### config.mk
export PLATFORM = sky130hd
export DESIGN_NAME = mii_mgmt_regs
export DESIGN_NICKNAME = d
export VERILOG_FILES = /design/src/rtl/mii_mgmt_regs.sv
export SDC_FILE = /design/constraint.sdc
export NUM_CORES = 1
export LEC_CHECK = 0
export BUFFER_PORTS_ARGS = -buffer_cell sky130_fd_sc_hd__buf_2
export CORE_AREA = 2 2 81 83
export DETAILED_ROUTE_END_ITERATION = 8
export DIE_AREA = 0 0 83 85
export GPL_TIMING_DRIVEN = 0
export PLACE_DENSITY = 0.78
export SETUP_SLACK_MARGIN = 0.05
export SLEW_MARGIN = 20
export SYNTH_ARGS = -nofsm -noshare
export SYNTH_HDL_FRONTEND = slang
export SYNTH_SLANG_ARGS = --single-unit
### constraint.sdc
create_clock -name clk -period 3.2 [get_ports clk]
set_input_delay 0.16 -clock clk [delete_from_list [all_inputs] [get_ports clk]]
set_output_delay 0.16 -clock clk [all_outputs]
set_load 0.01 [all_outputs]
### src/rtl/mii_mgmt_regs.sv
module mii_mgmt_regs #(
  parameter logic [7:0]  PHY_ADDR   = 8'd1,
  parameter logic [15:0] ID_HI      = 16'h0243,
  parameter logic [15:0] ID_LO      = 16'h0C54,
  parameter int          TGT_W      = 32,
  parameter int          ADDR_SHIFT = 8,
  parameter int          REG_SHIFT  = 0
) (
  input  logic             clk,
  input  logic             rst_n,
  input  logic             link_up,
  input  logic             tgt_we,
  input  logic [TGT_W-1:0] tgt_wdata,
  input  logic             wr_en,
  input  logic [15:0]      wr_data,
  input  logic             rd_en,
  output logic [15:0]      rd_data
);
  localparam logic [15:0] CTRL_DEF = 16'h3100;
  localparam logic [15:0] ADV_DEF  = 16'h01E1;
  localparam logic [15:0] STS_BASE = 16'h7848;
  localparam logic [15:0] STS_LINK = 16'h0024;
  localparam logic [15:0] LP_DOWN  = 16'h0080;
  localparam logic [15:0] LP_UP    = 16'h01E1;
  localparam logic [7:0]  N_CTRL = 8'd0, N_STS = 8'd1, N_IDH = 8'd2,
                          N_IDL  = 8'd3, N_ADV = 8'd4, N_LP  = 8'd5;

  logic [TGT_W-1:0] tgt_q;
  logic [15:0]      ctrl_q, adv_q, rd_next;
  logic             link_q;

  wire [7:0] sel_addr = tgt_q[ADDR_SHIFT +: 8];
  wire [7:0] sel_reg  = tgt_q[REG_SHIFT +: 8];
  wire       hit      = (sel_addr == PHY_ADDR);
  wire       wr_hit   = wr_en && hit;

  always_ff @(posedge clk) begin
    if (!rst_n) begin
      tgt_q  <= '0;
      link_q <= 1'b0;
    end else begin
      link_q <= link_up;
      if (tgt_we) tgt_q <= tgt_wdata;
    end
  end

  always_ff @(posedge clk) begin
    if (!rst_n) begin
      ctrl_q <= CTRL_DEF;
      adv_q  <= ADV_DEF;
    end else if (wr_hit && sel_reg == N_CTRL) begin
      if (wr_data[15]) begin
        ctrl_q <= CTRL_DEF;
        adv_q  <= ADV_DEF;
      end else begin
        ctrl_q <= wr_data;
      end
    end else if (wr_hit && sel_reg == N_ADV) begin
      adv_q <= wr_data;
    end
  end

  always_comb begin
    if (!hit) rd_next = 16'hFFFF;
    else begin
      case (sel_reg)
        N_CTRL:  rd_next = ctrl_q;
        N_STS:   rd_next = link_q ? (STS_BASE | STS_LINK) : STS_BASE;
        N_IDH:   rd_next = ID_HI;
        N_IDL:   rd_next = ID_LO;
        N_ADV:   rd_next = adv_q;
        N_LP:    rd_next = link_q ? LP_UP : LP_DOWN;
        default: rd_next = 16'h0000;
      endcase
    end
  end

  always_ff @(posedge clk) begin
    if (!rst_n)     rd_data <= 16'h0000;
    else if (rd_en) rd_data <= rd_next;
  end

  assert_foreign_read_R5: assert property (@(posedge clk) disable iff (!rst_n)
    (rd_en && !tgt_we && tgt_q[ADDR_SHIFT +: 8] != PHY_ADDR) |=> rd_data == 16'hFFFF);

  assert_foreign_write_R6: assert property (@(posedge clk) disable iff (!rst_n)
    (wr_en && tgt_q[ADDR_SHIFT +: 8] != PHY_ADDR) |=> ($stable(ctrl_q) && $stable(adv_q)));

  assert_soft_reset_R8: assert property (@(posedge clk) disable iff (!rst_n)
    (wr_hit && sel_reg == N_CTRL && wr_data[15]) |=> (ctrl_q == CTRL_DEF && adv_q == ADV_DEF));

  assert_readonly_R9: assert property (@(posedge clk) disable iff (!rst_n)
    (wr_en && sel_reg != N_CTRL && sel_reg != N_ADV) |=> ($stable(ctrl_q) && $stable(adv_q)));

  assert_rdata_hold_R12: assert property (@(posedge clk) disable iff (!rst_n)
    !rd_en |=> $stable(rd_data));

  assert_ctrl_no_reset_bit_R7: assert property (@(posedge clk) disable iff (!rst_n)
    !ctrl_q[15]);
endmodule

Word-level counts from Yosys, hierarchy flattened
Index checks and enable logic that the tools add are counted.

Register bits: 65. Bits in latches: 0. RAM bits: 0. ROM bits: 0. Input bits: 54. Output and inout port bits: 16. Logic and storage cells: 26. Memories kept: 0.

Add/sub/neg operators: 0. Multiply operators: 0. Div/mod/pow operators: 0. Order comparisons: 0. Equality and inequality tests: 7. Shifts and indexed selects: 0. Mux-type cells: 8. Bitwise operators: 0. Reductions and logical operators: 6.

Operators by type and width (count): $pmux 16 s6 (1); $mux 16 (4); $eq 8x1->1 const B (2); $eq 8x2->1 const B (2); $eq 8x3->1 const B (2); $mux 15 (1); $mux 9 (1); $logic_not 8->1 (1); $mux 6 (1); $logic_and 1x1->1 (3); $ne 2x2->1 const B (1); $reduce_and 2->1 (1); $reduce_bool 2->1 (1).

Depth between registers and ports, before layout
Word-level depth: 5. Mapped depth: 7.

Worst setup path before layout
No wires, ideal clock.

Path type: register to register. Start point: reg tgt_q[4]. End point: reg adv_q[15]. Setup time: 0.117 ns. Data arrival time: 1.724 ns. Required time: 3.083 ns. Slack: 1.360 ns. Stages on the path, launching flop included: 6. Buffers on the path: 2. Period minus slack after synthesis: 1.840 ns. Path through: dfxtp_1 > or4_4 > buf_6 > o41a_1 > buf_6 > a22o_1.

Longest elaborated chain between the ends: 4. Elaborated cells on any way between the ends: 8. Classes of those cells: 2 x eq/ne; 1 x mux; 5 x reduce/logical.

RTL lines: from (decl) (RTL line 28) `logic [TGT_W-1:0] tgt_q;`; from (signal assigned) (RTL line 43) `if (tgt_we) tgt_q <= tgt_wdata;`; $eq 8x3->1 or $logic_not 8->1 (tied branches) (RTL line 58, 51); $logic_and 1x1->1 (on tied branches) (RTL line 58, 51); $reduce_bool 2->1 (no source line) or $ne 2x2->1 (tied branches); $reduce_and 2->1 (no source line); to (signal assigned) (RTL line 59) `adv_q <= wr_data;`; to (decl) (RTL line 29) `logic [15:0] ctrl_q, adv_q, rd_next;`.

Parallel ways exist; a longest one is shown, timed or not. A chain may end at the register's enable or synchronous reset.

Worst setup path in the final report
Start point: reg tgt_q[11]. End point: reg adv_q[1].

Longest elaborated chain between the ends: 5. Elaborated cells on any way between the ends: 8. Classes of those cells: 2 x eq/ne; 1 x mux; 5 x reduce/logical.

RTL lines: $eq 8x1->1 (*) (RTL line 34) `wire hit = (sel_addr == PHY_ADDR);`; $logic_and 1x1->1 (*) (RTL line 35) `wire wr_hit = wr_en && hit;`; $logic_and 1x1->1 (on tied branches) (RTL line 51, 58); $ne 2x2->1 (no source line) or $reduce_bool 2->1 (tied branches); $reduce_and 2->1 (no source line).

Mark *: on every way between the ends. The rest lies on a longest branch, timed or not.

==> qor.csv <==
stage,metric,value,unit
timing,worst slew pin tran,715,ps
finish,Antenna Cells,0,
worst_setup_path,max incr delay on CP,550,ps
yosys,Mapped Area,2700,µm²
floorplanning,Starting Density,43.6,%
run,max-cap violations,0,
yosys,post-synthesis async set-or-reset flop share,0,%
clocking,clock sink total,64,
status,status,"finished, final reports clean",
yosys,"Seq/Total Area, Yosys",47.4,%
worst_setup_path,CP max stage cell,nor4_1,
clocking,Post-CTS Setup Bufs,0,
timing,Tcrit/Tclk final,66.4,%
yosys,synth unique cells,41,
placement,IO buf count,52,
yosys,share of the synthesized area in the top cell type,47.4,%
clocking,Worst-Skew Late Latency,350,ps
drt,1st-iter DRT viols,239,
timing,Slew Limit Fails,0,
yosys,"Top FF cell, synth",dfxtp_1,
drt,drt pass-1 iters,5,
finish,Final nets,388,
placement,post-DP HPWL,4620,µm
yosys,"area leader, netlist",dfxtp_1,
timing,Fmax,471,MHz
finish,Area Growth Syn to Fin,20.5,%
clocking,TritonCTS Buffers,9,
timing,Max transition margin,52.3,%
grt,vias in the first global route,2171,
worst_setup_path,nature of the critical path startpoint,register,
yosys,most frequent cells after synthesis,"dfxtp_1, mux2i_1, a21oi_1, o21ai_0, clkbuf_1",
grt,global-route wire length before repair,10500,µm
grt,met3 GRT Util,3.70,%
grt,initial antenna violation count,0,
grt,GRT met1 Usage,24.2,%
drt,number of remaining DRC errors,0,
drt,via count,2284,
grt,busiest layer in global routing,met2,
grt,GRT overflow,0,
grt,All-Layer GR Usage,18.7,%
yosys,synth top area cells,"dfxtp_1, mux2i_1, nor2b_1, nand3b_1, a22o_1",
power_and_ir_drop,Worst VDD drop,237,µV
clocking,CTS resizes,0,
yosys,Synth warnings,0,
clocking,hold-fix buffers at CTS,0,
finish,final instance area,3260,µm²
worst_setup_path,Worst EP required,3440,ps
power_and_ir_drop,Leak Pwr,0.00138,µW
clocking,clk slew on worst S/H paths,80,ps
worst_setup_path,CP Cell Sequence,nor4_1 > nand4_1 > o41a_1 > buf_6 > a22o_1,
worst_setup_path,Critical path origin,tgt_q[11],
timing,setup TNS,0,ps
floorplanning,Die ar.,7060,µm²
yosys,"EDFF count, synth",0,
yosys,syn nets,325,
worst_setup_path,Worst Path Max Fanout,10,
worst_setup_path,CP Class,reg -> reg,
finish,Reg area,1280,µm²
finish,fraction of layout cells with a size suffix above 1,23.9,%
worst_setup_path,RR Startpoint,tgt_q[11],
finish,Multi-input gate area,1310,µm²
yosys,Mapped Avg Cell Area,9.97,µm²
hold_path,Hold Path Class,in -> reg,
drt,detailed-route wire length,6380,µm
clocking,Root Driver,clkbuf_8,
drt,remaining antenna violation count after routing,0,
placement,post-placement cell area,3060,µm²
timing,clock skew,8.89,ps
yosys,Yosys reg bits,64,
timing,RSZ-0062 raised after global routing,false,
yosys,Post-Synthesis Cells,271,
worst_setup_path,CP endpoint kind,register,
timing,Final Setup Violations,0,
worst_setup_path,reg2reg end,adv_q[1],
floorplanning,DIE HEIGHT,85,µm
grt,largest net degree at the start of global routing,13,
placement,routability cong.,0.808,
power_and_ir_drop,P per Cell Area,529,nW/µm²
clocking,H-tree levels,3,
floorplanning,row count,29,
power_and_ir_drop,total design power,1720,µW
worst_setup_path,Critical Path AT,2370,ps
timing,min Tclk post-route,2130,ps
yosys,most numerous cell in the Yosys netlist,dfxtp_1,
clocking,clock tree buffer depth,2,
timing,final hold viol count,0,
worst_setup_path,r2r worst-path depth,5,
drt,vias per cell,5.49,
floorplanning,Core ar.,6200,µm²
floorplanning,boundary pin count,70,
clocking,TritonCTS clock tree,built,
floorplanning,Die W,83,µm
drt,wire length per cell,15.3,µm
finish,fill count,554,
worst_setup_path,Worst R2R Setup Slack,1070,ps
worst_setup_path,Critical path destination,adv_q[1],
grt,M2 GR Usage,30.4,%
layer usage:
layer | share of wire (%) | up-vias
met3 | 6.1 | 12
met5 | 0 | -
met1 | 45 | 1070
met2 | 47 | 89
met4 | 1.8 | 0
li1 | - | 1113
flip-flops by register name (all words and copies together), names as in the netlist:
signal,flops
ctrl_q,15
link_q,1
adv_q,16
rd_data,16
tgt_q,16
kinds of logic (layout without fill, tap and decap cells):
| kind of cell | Yosys count | in the layout | share of synthesized area, % |
|---|---|---|---|
| AO/OA/AOI/OAI | 76 | 76 | 19.0 |
| AND/OR/NAND/NOR | 76 | 76 | 17.9 |
| flip-flops | 64 | 64 | 47.4 |
| multiplexers | 31 | 31 | 11.5 |
| buffers and inverters | 24 | 92 | 4.26 |
worst max-delay path: cells and delay by family (launching register included):
family	cells	cell delay, ps
AND/OR/NAND/NOR	2	790
AO/OA/AOI/OAI	2	750
flip-flops	1	310
buffers and inverters	1	180
layout make-up:
type	instances	share of cell area, %
clock buffers	9	3.80
flip-flops and latches	64	39.4
well taps	77	2.96
clock inverters	7	2.23
multi-input cells	183	40.1
plain buffers	22	3.31
inverters	2	0.231
repair buffers	52	7.99
per-stage QoR:
stage	hold slack, ps	worst slack [ps]	utilization [%]	cells
2_1_floorplan	279	1360	-	271
3_3_place_gp	379	1110	49.3	400
3_5_place_dp	378	1080	49.3	400
4_1_cts	22.3	1080	52.5	416
5_1_grt	35.7	931	52.5	416
6_report	26.1	1070	52.5	416
worst min path at each step:
stage	start	to	slack [ps]	cells after the start
detailed placement	link_up	link_q	380	2
CTS	link_up	link_q	20	2
floorplan	wr_data[0]	adv_q[0]	280	1
finish	link_up	link_q	30	2
global route	wr_data[13]	adv_q[13]	40	2
global placement	link_up	link_q	380	2
where the power goes:
group          leakage (µW)  switching, µW  internal [µW]  total (µW)
sequential         0.000525           13.2            825         839
clock             0.0000952            322            359         681
combinational      0.000762            118           83.5         201
total               0.00138            453           1270        1720
cells in the final DEF, fill, tap and decap left out, types with 4 or more instances in the layout:
master,n
clkbuf_1,17
o21ai_0,19
nor2b_1,16
clkbuf_8,9
a22o_1,11
nand3b_1,13
nor2_1,11
nand2_1,16
a22oi_1,9
dfxtp_1,64
buf_2,54
mux2i_1,31
o22a_1,4
a21oi_1,19
No activity file was read; power rests on OpenSTA's default activity.
